<file path="config.mk">
export PLATFORM = sky130hd
export DESIGN_NAME = pwr_fail_arbiter
export DESIGN_NICKNAME = d
export VERILOG_FILES = /design/src/rtl/pwr_fail_arbiter.sv
export SDC_FILE = /design/constraint.sdc
export NUM_CORES = 1
export LEC_CHECK = 0
export BUFFER_PORTS_ARGS = -buffer_cell sky130_fd_sc_hd__buf_2
export CAP_MARGIN = 5
export CORE_AREA = 2 2 39 41
export CTS_BUF_LIST = sky130_fd_sc_hd__clkbuf_16
export DETAILED_ROUTE_END_ITERATION = 12
export DIE_AREA = 0 0 41 43
export PLACE_DENSITY = 0.64
export SYNTH_ARGS = -nofsm -noshare
export SYNTH_HDL_FRONTEND = slang
export SYNTH_SLANG_ARGS = --single-unit
</file>
<file path="constraint.sdc">
create_clock -name clk -period 3.5 [get_ports clk]
set_input_delay 0.175 -clock clk [delete_from_list [all_inputs] [get_ports clk]]
set_output_delay 0.175 -clock clk [all_outputs]
set_load 0.02 [all_outputs]
</file>
<file path="src/rtl/pwr_fail_arbiter.sv">
module pwr_fail_arbiter #(
  parameter int SYNC_STAGES = 2,
  parameter int CLR_W       = 2
) (
  input  logic             clk,
  input  logic             rst_n,
  input  logic             supply_ok,
  input  logic             vreg_ok,
  input  logic             resume_rst_n,
  input  logic             after_loss_on,
  input  logic             wake_req,
  input  logic             clr_we,
  input  logic [CLR_W-1:0] clr_bits,
  output logic             pwr_good,
  output logic             fail_flag,
  output logic             full_flag,
  output logic             reboot_pulse,
  output logic             stay_off
);

  localparam int LAST = SYNC_STAGES - 1;

  typedef enum logic [2:0] {ST_INIT, ST_RUN, ST_DROP, ST_FULL, ST_OFF} st_t;

  logic [LAST:0] sup_q, vrg_q, rsm_q;
  st_t           st;
  logic          good, rsm_ok, fail_set, full_set, running;

  always_ff @(posedge clk or negedge rst_n) begin
    if (!rst_n) begin
      sup_q <= '0;
      vrg_q <= '0;
      rsm_q <= '0;
    end else begin
      sup_q <= {sup_q[LAST-1:0], supply_ok};
      vrg_q <= {vrg_q[LAST-1:0], vreg_ok};
      rsm_q <= {rsm_q[LAST-1:0], resume_rst_n};
    end
  end

  assign good     = sup_q[LAST] & vrg_q[LAST];
  assign rsm_ok   = rsm_q[LAST];
  assign pwr_good = good;
  assign running  = (st == ST_RUN);
  assign stay_off = (st == ST_OFF);

  assign full_set = ((st == ST_RUN) || (st == ST_DROP)) && !rsm_ok;
  assign fail_set = full_set || ((st == ST_RUN) && !good);

  always_ff @(posedge clk or negedge rst_n) begin
    if (!rst_n) begin
      st           <= ST_INIT;
      reboot_pulse <= 1'b0;
    end else begin
      reboot_pulse <= 1'b0;
      case (st)
        ST_INIT: if (good && rsm_ok) st <= ST_RUN;
        ST_RUN: begin
          if (!rsm_ok)    st <= ST_FULL;
          else if (!good) st <= ST_DROP;
        end
        ST_DROP: begin
          if (!rsm_ok) st <= ST_FULL;
          else if (good) begin
            st           <= ST_RUN;
            reboot_pulse <= 1'b1;
          end
        end
        ST_FULL: begin
          if (good && rsm_ok) begin
            if (after_loss_on) begin
              st           <= ST_RUN;
              reboot_pulse <= 1'b1;
            end else begin
              st <= ST_OFF;
            end
          end
        end
        ST_OFF: begin
          if (wake_req && good && rsm_ok) begin
            st           <= ST_RUN;
            reboot_pulse <= 1'b1;
          end
        end
        default: st <= ST_INIT;
      endcase
    end
  end

  always_ff @(posedge clk or negedge rst_n) begin
    if (!rst_n) begin
      fail_flag <= 1'b0;
      full_flag <= 1'b0;
    end else begin
      fail_flag <= fail_set | (fail_flag & ~(clr_we & clr_bits[0]));
      full_flag <= full_set | (full_flag & ~(clr_we & clr_bits[1]));
    end
  end

endmodule


</file>
# Word level (Yosys, flattened, before mapping)
# Cells that the tools add are included.
# word_totals
out_inout_bits	5
ff_bits	12
wordCells	51
input_bits	10
# classes
reduce_logical	11
bitwise	9
eq_ne	9
mux	15
# ops
op	count
2-to-1 mux 3 bit	8
one-hot mux 3 bit (5 select lines)	1
== test 3 x 2 -> 1 bit, second input constant	2
!= test 3 bit, second input constant	2
bitwise AND 1 bit	5
logical AND 1 bit	5
2-to-1 mux 1 bit	5
AND reduction 5 bit	1
!= test 2 bit, second input constant	2
== test 3 x 1 -> 1 bit, second input constant	1
== test 3 bit, second input constant	1
logical NOT 3 bit	1
one-hot mux 1 bit (3 select lines)	1
logical NOT 1 bit	2
logical OR 1 bit	2
!= test 2 x 1 -> 1 bit, second input constant	1
inverter 1 bit	2
bitwise OR 1 bit	2

# Longest topological paths before layout
# logic_depth
ltp_word	5
depth_mapped	5
depth_no_buf	4

# Least setup slack after synthesis
# Ideal clock, no wire load.
# synth_path
kind	reg-to-reg
startpoint	reg st[1]
endpoint	reg st[0]
path_stages_with_launch	6
arrival_ns	1.465
path_slack_ns	1.908
period_less_slack_ns	1.592
setup_time_ns	0.128
path_buffers	1
required_ns	3.372
cell_sequence	dfrtp_1 -> buf_6 -> nor3b_2 -> o21ai_1 -> and3_2 -> mux2_1
# synth_between
elab_chain_cells	3
word_cells_on_any_way	12
classes_between	eq/ne (9); mux (1); reduce/logical (2)
# synth_lines
item	line	source
start, declared	26	st_t st;
start signal, assigned	52	st <= ST_INIT;
start signal, assigned	57	ST_INIT: if (good && rsm_ok) st <= ST_RUN;
start signal, assigned	59	if (!rsm_ok) st <= ST_FULL;
== test 3 bit (*)	n/a	
named net stay_off	18	output logic stay_off
!= test 2 x 1 -> 1 bit (no source line)	n/a	
AND reduction 5 bit (no source line)	n/a	
# The timed path passes the listed nets; every way through them passes the cells marked *.
# A chain may end at the register's enable or synchronous reset.

# Worst setup path after layout
# layout_path
startpoint	reg st[1]
endpoint	reg st[0]
# layout_between
elab_chain_cells	3
word_cells_on_any_way	12
classes_between	eq/ne (9); mux (1); reduce/logical (2)
# layout_lines
item	line	source
== test 3 x 1 -> 1 bit, or another cell as far along	56	case (st)
!= test 3 bit (no source line), or another cell as far along	n/a	
AND reduction 5 bit (no source line)	n/a	
# Parallel ways exist; a longest one is shown, timed or not.

==> impl_metrics.csv <==
group,metric,value,unit
clock_network,cts.root.buffer_cell,"clkbuf_16",
route,wl_per_cell,11.6,um
route,first_pass_iters,3,
grt,grt_pass1_wl,1.34,mm
placement,port_buffers,14,
power_and_ir_drop,p_seq_share,37.2,%
timing,drv_slew,0,
clock_network,clock_latency,230,ps
worst_setup_path,crit_family,"flip-flops",
route,antenna_left,0,
synthesis,yosys_warnings,0,
worst_setup_path,path_cells,"xnor2_1 -> o22ai_1 -> a311oi_2 -> mux2_1",
grt,top_usage_layer,"met1",
timing,hold_slack,47.8,ps
route,drt_iter0_drc,1,
worst_setup_path,crit_path_max_incr_delay,450,ps
timing,min_period,1620,ps
placement,dp_hpwl,618,um
route,routed_wirelength,848,um
worst_setup_path,critPathSlowestCell,"dfrtp_1",
synthesis,syn_inst,40,
timing,fin_skew,0.948,ps
clock_network,cts_setup_buffers,0,
worst_setup_path,cp-start-kind,"register",
power_and_ir_drop,clkPwrFrac,35.1,%
power_and_ir_drop,p_int,0.396,mW
final_layout,drive_above_1_share,36.8,%
power_and_ir_drop,p_sw_share,28.9,%
timing,maxSlewHeadroom,82.0,%
power_and_ir_drop,power.leakage,0.305,nW
power_and_ir_drop,power_density,853,mW/mm^2
grt,grt_start_max_net_pins,13,
timing,maxClockFrequency,618,MHz
synthesis,syn_area,489,sq um
timing,rsz0062_at_grt,"no",
run_status,run_status,"complete, no violations",
min_path,min_path_type,"in2reg",
grt,grt_use_total,12.0,%
clock_network,clk_pin_slew,40,ps
final_layout,n_fill_cell,130,
timing,worst_pin_slew,270,ps
worst_setup_path,arrival,1720,ps
power_and_ir_drop,ir_worst_vdd,0.390,mV
placement,place_inst,69,
final_layout,regArea,300,sq um
power_and_ir_drop,p_comb_share,27.8,%
run,max-cap-violations,0,
timing,hold_viol_final,0,
synthesis,ys_seq_area_share,61.4,%
placement,dp_slack,1900,ps
floorplan,io_pins,15,
floorplan,dieArea,0.00176,sq mm
worst_setup_path,crit_required,3610,ps
floorplan,fp.dieH,43,um
synthesis,synth_nets,50,
grt,grt_util_met3,3.14,%
worst_setup_path,path_buf_inv,0,
final_layout,multi_input_area,170,sq um
route,via_per_inst,4.81,
floorplan,core_area,0.00138,sq mm
final_layout,fin_cells,73,
worst_setup_path,crit_type,"reg2reg",
clock_network,cts_sinks,12,
clock_network,cts_htree_levels,1,
grt,antenna_found_initial,0,
synthesis,ys_ff_latch,12,
grt,grt_use_met2,15.9,%
placement,gp_congestion,0.639,
route,dr_total_vias,351,
final_layout,nNetsFinal,69,
final_layout,antennaDiodeCount,0,
timing,fin_ws,1880,ps
worst_setup_path,crit_path_end_kind,"register",
final_layout,fin_util,47.2,%
clock_network,tritoncts,"done",
floorplan,rows,14,
floorplan,die_w,41,um
grt,overflow,0,
route,route.detailed.drc,0,
clock_network,numCtsBuffers,3,
synthesis,synth_cell_types,22,
grt,met1_usage,16.8,%
final_layout,synthToLayoutAreaGrowth,33.5,%
timing,setup_viol,0,
floorplan,start_util,35.4,%
grt,grt_pass1_vias,332,
worst_setup_path,cp_max_fo,8,
timing,tns,0,ps
timing,fin_crit_sh,46.2,%
power_and_ir_drop,switchingPower,0.161,mW
synthesis,syn_avg_cell_area,12.2,sq um
clock_network,clockBufferDepth,2,
[path summary, 6_finish.rpt]
check	startpoint	endpoint	slack [ps]	depth (start not counted)
max	st[1]	st[0]	1880	4
min in group asynchronous	rst_n	sup_q[0]	350	2
max reg2reg	st[1]	st[0]	1880	4
min	supply_ok	sup_q[0]	50	1
min reg2reg	rsm_q[0]	rsm_q[1]	340	0
max in group asynchronous	rst_n	st[0]	2930	2
[worst register-to-register path: cells and delay by family (launching register included)]
family,cells,cell delay (ps)
muxes,1,360
DFF,1,450
AOI/OAI and AO/OA,2,450
xor gates and xnor gates,1,240
[cell usage after synthesis (all sizes together)]
master | n | area (sq um)
dfrtp | 12 | 300
nand2 | 3 | 11.3
o21ai | 3 | 15.0
inv | 2 | 7.51
nand3 | 2 | 10.0
nor2 | 2 | 7.51
nor2b | 2 | 12.5
a21oi | 1 | 5.00
a22o | 1 | 8.76
a22oi | 1 | 7.51
a311oi | 1 | 15.0
and2 | 1 | 7.51
and3 | 1 | 7.51
buf | 1 | 11.3
mux2 | 1 | 11.3
nand2b | 1 | 6.26
nor3b | 1 | 12.5
o211a | 1 | 10.0
o22ai | 1 | 6.26
o31ai | 1 | 7.51
xnor2 | 1 | 8.76
[metrics by stage]
| stage | total power, mW | cell area (sq um) |
|---|---|---|
| 6_report | 0.557 | 653 |
| 3_3_place_gp | 0.360 | 568 |
| 4_1_cts | 0.565 | 653 |
| 3_5_place_dp | 0.362 | 568 |
| 2_1_floorplan | 0.329 | 489 |
| 5_1_grt | 0.595 | 653 |
[power groups by stage]
stage          sequential, mW  clock, mW  combinational (mW)
2_1_floorplan           0.212          0               0.117
3_3_place_gp            0.209          0               0.152
3_5_place_dp            0.209          0               0.153
4_1_cts                 0.207      0.200               0.157
5_1_grt                 0.213      0.208               0.173
6_report                0.207      0.195               0.155
[per-layer routing]
layer  up-vias  routed length (um)  share of wire [%]
met5         -                   0                  0
met4         0                   0                  0
met3         0                  27                3.2
met2         8                 396                 47
met1       170                 424                 50
li1        173                   -                  -
[area by class of cell]
type                       instances  area share (%)
tap                               16            3.07
sequential                        12            46.0
timing repair buffer              15            12.3
inverter                           2            1.15
multi-input combinational         25            26.1
clock buffer                       3            11.5
[placed cells by master, fill, tap and decap left out, drive strengths merged, types with 2 or more instances in the layout]
master	instances
nand2	3
buf	14
nand3	2
nor2	2
clkbuf	3
inv	2
o21ai	3
nor2b	2
dfrtp	12
[registers in the layout (all words and copies together), names as in the netlist]
name	count
fail_flag	1
sup_q	2
full_flag	1
vrg_q	2
rsm_q	2
reboot_pulse	1
st	3
[cell families (layout without fill, tap and decap cells)]
family	Yosys count	in the layout	share of synthesized area [%]
buffers and inverters	3	20	3.84
AO/OA/AOI/OAI	10	10	15.3
AND/OR/NAND/NOR	13	13	15.3
flip-flops	12	12	61.4
multiplexers	1	1	2.30
XOR/XNOR	1	1	1.79
[repair_timing]
item                                    CTS  global route
hold buffers                              1             0
endpoints found under the hold margin    12             0
gates resized for setup                   0             0
endpoints found under the setup margin    0             0
Note: power is estimated with default switching activity, not from simulation.
